File: src/rtl/trap_entry_pkg.sv
package trap_entry_pkg;

    typedef enum logic [1:0] {
        LVL_USER  = 2'd0,
        LVL_SUPER = 2'd1,
        LVL_RSVD  = 2'd2,
        LVL_MACH  = 2'd3
    } level_e;

    typedef enum logic [1:0] {
        SRC_DIRECT   = 2'd0,
        SRC_MISALIGN = 2'd1,
        SRC_XLATE    = 2'd2,
        SRC_DIRECT2  = 2'd3
    } src_e;

    typedef enum logic [1:0] {
        ST_IDLE    = 2'd0,
        ST_ENTER_S = 2'd1,
        ST_ENTER_M = 2'd2
    } entry_state_e;

    localparam int CODE_MIS_FETCH  = 0;
    localparam int CODE_ACC_FETCH  = 1;
    localparam int CODE_MIS_LOAD   = 4;
    localparam int CODE_ACC_LOAD   = 5;
    localparam int CODE_MIS_STORE  = 6;
    localparam int CODE_ACC_STORE  = 7;
    localparam int CODE_ECALL_BASE = 8;
    localparam int CODE_PF_FETCH   = 12;
    localparam int CODE_PF_LOAD    = 13;
    localparam int CODE_PF_STORE   = 15;

endpackage

File: src/rtl/trap_cause_map.sv
module trap_cause_map
    import trap_entry_pkg::*;
#(
    parameter int CAUSE_W = 6
) (
    input  logic               is_intr,
    input  logic [1:0]         src,
    input  logic [1:0]         acc,
    input  logic               prot_fail,
    input  logic               xlate_en,
    input  logic [CAUSE_W-1:0] raw_code,
    input  logic [1:0]         level,
    output logic [CAUSE_W-1:0] final_code,
    output logic               keeps_addr
);

    logic [CAUSE_W-1:0] mis_code;
    logic [CAUSE_W-1:0] xl_code;
    logic               page_fault;

    always_comb begin
        unique case (acc)
            2'd0:    mis_code = CAUSE_W'(CODE_MIS_FETCH);
            2'd1:    mis_code = CAUSE_W'(CODE_MIS_LOAD);
            default: mis_code = CAUSE_W'(CODE_MIS_STORE);
        endcase
    end

    assign page_fault = xlate_en && !prot_fail;

    always_comb begin
        unique case (acc)
            2'd0:    xl_code = page_fault ? CAUSE_W'(CODE_PF_FETCH) : CAUSE_W'(CODE_ACC_FETCH);
            2'd1:    xl_code = page_fault ? CAUSE_W'(CODE_PF_LOAD)  : CAUSE_W'(CODE_ACC_LOAD);
            default: xl_code = page_fault ? CAUSE_W'(CODE_PF_STORE) : CAUSE_W'(CODE_ACC_STORE);
        endcase
    end

    always_comb begin
        final_code = raw_code;
        if (!is_intr) begin
            unique case (src_e'(src))
                SRC_MISALIGN: final_code = mis_code;
                SRC_XLATE:    final_code = xl_code;
                default: begin
                    if (raw_code == CAUSE_W'(CODE_ECALL_BASE))
                        final_code = CAUSE_W'(CODE_ECALL_BASE) + CAUSE_W'(level);
                end
            endcase
        end
    end

    always_comb begin
        keeps_addr = 1'b0;
        if (!is_intr) begin
            unique case (int'(final_code))
                CODE_MIS_FETCH, CODE_ACC_FETCH, CODE_MIS_LOAD, CODE_ACC_LOAD,
                CODE_MIS_STORE, CODE_ACC_STORE, CODE_PF_FETCH, CODE_PF_LOAD,
                CODE_PF_STORE: keeps_addr = 1'b1;
                default:       keeps_addr = 1'b0;
            endcase
        end
    end

endmodule

File: src/rtl/trap_route.sv
module trap_route
    import trap_entry_pkg::*;
#(
    parameter int XLEN    = 32,
    parameter int CAUSE_W = 6
) (
    input  logic               is_intr,
    input  logic [CAUSE_W-1:0] code,
    input  logic [1:0]         level,
    input  logic [XLEN-1:0]    int_mask,
    input  logic [XLEN-1:0]    exc_mask,
    output logic               go_super
);

    logic [XLEN-1:0] mask_sel;
    logic [XLEN-1:0] shifted;
    logic            in_range;
    logic            low_level;

    assign mask_sel  = is_intr ? int_mask : exc_mask;
    assign shifted   = mask_sel >> code;
    assign in_range  = int'(code) < XLEN;
    assign low_level = (level == LVL_USER) || (level == LVL_SUPER);
    assign go_super  = low_level && in_range && shifted[0];

endmodule

File: src/rtl/trap_vector_calc.sv
module trap_vector_calc #(
    parameter int XLEN    = 32,
    parameter int CAUSE_W = 6
) (
    input  logic [XLEN-1:0]    vec_reg,
    input  logic               is_intr,
    input  logic [CAUSE_W-1:0] code,
    output logic [XLEN-1:0]    target
);

    localparam logic [1:0] MODE_VECTORED = 2'd1;

    logic [XLEN-1:0] base;
    logic [XLEN-1:0] offset;

    assign base   = {vec_reg[XLEN-1:2], 2'b00};
    assign offset = (is_intr && vec_reg[1:0] == MODE_VECTORED) ? (XLEN'(code) << 2) : '0;
    assign target = base + offset;

endmodule

File: src/rtl/trap_entry_unit.sv
module trap_entry_unit
    import trap_entry_pkg::*;
#(
    parameter int XLEN    = 32,
    parameter int CAUSE_W = 6
) (
    input  logic               clk,
    input  logic               rst_n,
    input  logic               trap_req,
    input  logic               req_intr,
    input  logic [1:0]         req_src,
    input  logic [1:0]         req_acc,
    input  logic               req_prot_fail,
    input  logic               xlate_on,
    input  logic [CAUSE_W-1:0] req_cause,
    input  logic [XLEN-1:0]    req_addr,
    input  logic [XLEN-1:0]    cur_pc,
    input  logic [1:0]         cur_priv,
    input  logic               cur_sie,
    input  logic               cur_spie,
    input  logic               cur_spp,
    input  logic               cur_mie,
    input  logic               cur_mpie,
    input  logic [1:0]         cur_mpp,
    input  logic [XLEN-1:0]    ideleg,
    input  logic [XLEN-1:0]    edeleg,
    input  logic [XLEN-1:0]    stvec,
    input  logic [XLEN-1:0]    mtvec,
    output logic               trap_valid,
    output logic               trap_to_m,
    output logic [1:0]         new_priv,
    output logic [XLEN-1:0]    new_pc,
    output logic [XLEN-1:0]    cause_out,
    output logic [XLEN-1:0]    epc_out,
    output logic [XLEN-1:0]    tval_out,
    output logic               out_sie,
    output logic               out_spie,
    output logic               out_spp,
    output logic               out_mie,
    output logic               out_mpie,
    output logic [1:0]         out_mpp,
    output logic               lr_clear
);

    localparam int N_DEST  = 2;
    localparam int PAD_W   = XLEN - 1 - CAUSE_W;

    entry_state_e       state_q, state_d;
    logic [CAUSE_W-1:0] code;
    logic               keeps_addr;
    logic               go_super;
    logic [1:0]         dest_level;
    logic [XLEN-1:0]    vec_regs  [N_DEST];
    logic [XLEN-1:0]    vec_tgt   [N_DEST];

    logic [1:0]         priv_q;
    logic [XLEN-1:0]    pc_q, cause_q, epc_q, tval_q;
    logic               sie_q, spie_q, spp_q, mie_q, mpie_q, lr_q;
    logic [1:0]         mpp_q;

    trap_cause_map #(.CAUSE_W(CAUSE_W)) map_i (
        .is_intr    (req_intr),
        .src        (req_src),
        .acc        (req_acc),
        .prot_fail  (req_prot_fail),
        .xlate_en   (xlate_on),
        .raw_code   (req_cause),
        .level      (cur_priv),
        .final_code (code),
        .keeps_addr (keeps_addr)
    );

    trap_route #(.XLEN(XLEN), .CAUSE_W(CAUSE_W)) route_i (
        .is_intr  (req_intr),
        .code     (code),
        .level    (cur_priv),
        .int_mask (ideleg),
        .exc_mask (edeleg),
        .go_super (go_super)
    );

    assign vec_regs[0] = stvec;
    assign vec_regs[1] = mtvec;

    for (genvar d = 0; d < N_DEST; d++) begin : g_vec
        trap_vector_calc #(.XLEN(XLEN), .CAUSE_W(CAUSE_W)) calc_i (
            .vec_reg (vec_regs[d]),
            .is_intr (req_intr),
            .code    (code),
            .target  (vec_tgt[d])
        );
    end

    assign dest_level = go_super ? LVL_SUPER : LVL_MACH;

    // next-state logic
    always_comb begin
        state_d = ST_IDLE;
        if (trap_req)
            state_d = go_super ? ST_ENTER_S : ST_ENTER_M;
    end

    // state register
    always_ff @(posedge clk or negedge rst_n) begin
        if (!rst_n) state_q <= ST_IDLE;
        else        state_q <= state_d;
    end

    // captured results
    always_ff @(posedge clk or negedge rst_n) begin
        if (!rst_n) begin
            priv_q  <= LVL_MACH;
            pc_q    <= '0;
            cause_q <= '0;
            epc_q   <= '0;
            tval_q  <= '0;
            sie_q   <= 1'b0;
            spie_q  <= 1'b0;
            spp_q   <= 1'b0;
            mie_q   <= 1'b0;
            mpie_q  <= 1'b0;
            mpp_q   <= 2'd0;
            lr_q    <= 1'b0;
        end else begin
            lr_q <= trap_req && (dest_level != cur_priv);
            if (trap_req) begin
                priv_q  <= dest_level;
                pc_q    <= go_super ? vec_tgt[0] : vec_tgt[1];
                cause_q <= {req_intr, {PAD_W{1'b0}}, code};
                epc_q   <= cur_pc;
                tval_q  <= keeps_addr ? req_addr : '0;
                if (go_super) begin
                    spie_q <= cur_sie;
                    spp_q  <= (cur_priv == LVL_SUPER);
                    sie_q  <= 1'b0;
                    mie_q  <= cur_mie;
                    mpie_q <= cur_mpie;
                    mpp_q  <= cur_mpp;
                end else begin
                    mpie_q <= cur_mie;
                    mpp_q  <= cur_priv;
                    mie_q  <= 1'b0;
                    sie_q  <= cur_sie;
                    spie_q <= cur_spie;
                    spp_q  <= cur_spp;
                end
            end
        end
    end

    // outputs from state
    always_comb begin
        unique case (state_q)
            ST_ENTER_S: begin trap_valid = 1'b1; trap_to_m = 1'b0; end
            ST_ENTER_M: begin trap_valid = 1'b1; trap_to_m = 1'b1; end
            default:    begin trap_valid = 1'b0; trap_to_m = 1'b0; end
        endcase
    end

    assign new_priv  = priv_q;
    assign new_pc    = pc_q;
    assign cause_out = cause_q;
    assign epc_out   = epc_q;
    assign tval_out  = tval_q;
    assign out_sie   = sie_q;
    assign out_spie  = spie_q;
    assign out_spp   = spp_q;
    assign out_mie   = mie_q;
    assign out_mpie  = mpie_q;
    assign out_mpp   = mpp_q;
    assign lr_clear  = lr_q;

endmodule

File: config.mk
export PLATFORM = sky130hd
export DESIGN_NAME = trap_entry_unit
export DESIGN_NICKNAME = d
export VERILOG_FILES = /design/src/rtl/trap_entry_pkg.sv /design/src/rtl/trap_cause_map.sv /design/src/rtl/trap_route.sv /design/src/rtl/trap_vector_calc.sv /design/src/rtl/trap_entry_unit.sv
export SDC_FILE = /design/constraint.sdc
export NUM_CORES = 1
export LEC_CHECK = 0
export CORE_AREA = 2 2 138 140
export DETAILED_ROUTE_END_ITERATION = 7
export DIE_AREA = 0 0 140 142
export GPL_ROUTABILITY_DRIVEN = 0
export HOLD_SLACK_MARGIN = 0.06
export PLACE_DENSITY = 0.8
export SLEW_MARGIN = 40
export SYNTH_ARGS = -nofsm -noshare
export SYNTH_HDL_FRONTEND = slang
export SYNTH_SLANG_ARGS = --single-unit
export TNS_END_PERCENT = 10
File: constraint.sdc
create_clock -name clk -period 1.2 [get_ports clk]
set_input_delay 0.18 -clock clk [delete_from_list [all_inputs] [get_ports clk]]
set_output_delay 0.18 -clock clk [all_outputs]
set_load 0.005 [all_outputs]
==> results.py <==
metrics = {
    "die": {
        "core_area_mm2": 0.01846,
        "dieArea_mm2": 0.01988,
        "die_h_um": 142,
        "die_w_um": 140,
        "ios": 357,
        "start_util": 0.4087,
        "core.rowCount": 50,
    },
    "timing": {
        "finalClockSkew_ns": 0,
        "post-route-period-util": 2.444,
        "hold_viol": 0,
        "rsz0062_at_grt": "yes",
        "drv_slew": 0,
        "layout_setup_ws_ns": -1.733,
        "holdWs_ns": 0.2791,
        "finalCriticalPeriod_ns": 2.933,
        "setup_violations": 80,
        "fmax_ghz": 0.3409,
    },
    "cts": {
        "clkLatencyLatePin_ns": 0.34,
        "ctsLongestPathBuffers": 2,
        "clock-sinks": 112,
        "clockRootBuffer": "clkbuf_16",
        "cts_buffers": 9,
        "clk_pin_slew_worst_paths_ns": 0.08,
        "tritoncts": "yes",
        "htreeDepth": 3,
    },
    "placed_design": {
        "portBuffers": 328,
        "pre_cts_ws_ns": -2.622,
        "hpwl_um": 22820,
    },
    "route": {
        "totalWireLength_um": 30460,
        "vias": 8497,
        "vias_per_cell": 5.612,
        "ant_nets": 0,
        "drtIter0Drc": 677,
        "drcViolationCount": 25,
        "dr.pass1.iters": 8,
        "wl_per_cell_um": 20.12,
    },
    "layout": {
        "final_nets": 1509,
        "drive_gt1_frac": 0.3297,
        "final_util": 0.7323,
        "area_growth_syn_to_layout_pct": 79.17,
        "num_antenna_cells": 0,
    },
    "worst_setup_path": {
        "cp.arrival_ns": 3.21,
        "cp-start-kind": "input pin",
        "crit_type": "in2reg",
        "r2r_start": "out_mpp[1]$_DFFE_PN0P_",
        "path_max_fanout": 8,
        "endpoint_kind": "flop",
        "startpoint": "req_cause[0]",
        "required_ns": 1.48,
    },
    "logic_synthesis": {
        "async_flop_share": 1.000,
        "seq_area_frac_synth": 0.3717,
        "ys_ff_latch": 112,
        "synth_area_per_cell_um2": 9.797,
        "synth_top_cells_by_area": "dfrtp_1 (37%), mux2_2 (6.3%), a22o_1 (3.9%)",
        "synth.distinct_cells": 82,
        "yosysWarnings": 0,
        "synthTopCellsByCount": "dfrtp_1 (111), nor2_1 (65), mux2_2 (42)",
        "yosysMostFrequentCell": "dfrtp_1",
        "yosysTopAreaCell": "dfrtp_1",
        "synth_cells": 770,
        "synth-edff-count": 0,
        "synth_top_area_frac": 0.3682,
        "syn-cell-area_mm2": 0.007543,
        "synthFlopType": "dfrtp_1",
    },
    "global_routing": {
        "track_usage": 0.2879,
        "grt_max_degree": 33,
        "grt_pass1_vias": 8443,
        "antenna_found_initial": 0,
        "grt_pass1_wl_um": 45280,
        "overflow": 0,
    },
    "power": {
        "leakage_nw": 5.829,
        "ir_worst_vdd_uv": 698.7,
        "power_w": 0.01285,
        "p_per_area_mw_per_mm2": 950.8,
    },
    "run": {
        "cap_violations": 0,
    },
    "min_path": {
        "min_path_type": "in2async",
    },
    "run_status": {
        "violations": "design-rule violations, negative setup slack",
        "status": "finished with violations",
    },
}
[cells by family after synthesis]
group / share of synthesized area
xor+xnor: 0.06270
other cells: 0.0009956
compound gates: 0.2312
fa+ha+maj: 0.03019
flops: 0.3717
mux: 0.07232
simple gates: 0.1559
buf+inv: 0.07497
[cells in the final DEF, fill, tap and decap left out, types with 16 or more instances in the layout]
cell type | synthesis | final
a211oi_2 | 13 | 16
a22o_1 | 34 | 34
buf_4 | 30 | 185
buf_6 | 8 | 20
clkdlybuf4s15_1 | 0 | 91
clkdlybuf4s50_1 | 0 | 199
conb_1 | 2 | 28
dfrtp_1 | 111 | 111
inv_1 | 18 | 17
mux2_2 | 42 | 41
nand2_1 | 28 | 23
nand3_1 | 32 | 30
nand4_1 | 21 | 21
nor2_1 | 65 | 55
o21ai_0 | 21 | 19
xnor2_1 | 26 | 24
xor2_1 | 28 | 27
[worst max-delay path: stages]
cell and delay, ns:
buf_6 0.09, or4_4 0.55, buf_4 0.16, buf_6 0.12, o31ai_4 0.18, a21oi_2 0.09, or4_1 0.51, a211o_1 0.33
a32oi_4 0.33, buf_6 0.19, buf_16 0.14, a311oi_2 0.13, a211oi_2 0.21
[report_power, final]
| part | total [W] | internal (W) | switching [W] |
|---|---|---|---|
| logic | 0.00501 | 0.00277 | 0.00224 |
| clock network | 0.00331 | 0.00171 | 0.00159 |
| registers | 0.00454 | 0.00424 | 0.000296 |
| total | 0.0128 | 0.00873 | 0.00412 |
[through the flow]
| stage | instance area, um2 | TNS (ns) | cells |
|---|---|---|---|
| 2_1_floorplan | 7831 | -105.06 | 796 |
| 4_1_cts | 13180 | -102.31 | 1500 |
| 3_5_place_dp | 12510 | -172.07 | 1472 |
| 3_3_place_gp | 12510 | -168.96 | 1472 |
| 5_1_grt | 13520 | -96.83 | 1514 |
| 6_report | 13520 | -91.70 | 1514 |
[sequential cells by signal (all words and copies together), names as in the netlist]
name / count
lr_clear: 1
new_pc: 30
state_q: 2
out_spp: 1
cause_out: 7
epc_out: 32
out_spie: 1
tval_out: 32
new_priv: 1
out_mpie: 1
out_mpp: 2
out_sie: 1
out_mie: 1
[final cells by class]
| type | instances | area [um2] |
|---|---|---|
| clock buffers | 9 | 225.2 |
| clock inverters | 7 | 102.6 |
| fillers | 1276 | 4940 |
| inverters | 19 | 83.83 |
| multi-input cells | 586 | 4892 |
| flip-flops and latches | 112 | 2804 |
| well taps | 234 | 292.8 |
| repair buffers | 547 | 5115 |
[layer usage]
layer,GRT usage,part of all wire
met5,0,0
met4,0.1010,0.036
met3,0.04913,0.078
met2,0.5121,0.50
met1,0.3548,0.38
[worst paths after layout]
check	end	slack, ns	depth (start not counted)
worst max register to register	out_mpp[1]$_DFFE_PN0P_	0.25	2
min in group clk	cause_out[5]$_DFFE_PN0P_	0.29	4
worst max-delay path	new_pc[22]$_DFFE_PN0P_	-1.73	13
max in group asynchronous	cause_out[5]$_DFFE_PN0P_	0.42	3
worst min-delay path	new_pc[22]$_DFFE_PN0P_	0.28	2
worst min register to register	new_priv[1]$_DFFE_PN1P_	0.50	2
[repair_timing]
action	in CTS	in global routing
hold endpoints to repair	74	0
gates cloned	3	1
pin swaps	50	67
hold buffers	1	0
endpoints found under the setup margin	191	121
setup buffers	10	14
gates resized for setup	288	109
No activity file was read; power rests on OpenSTA's default activity.
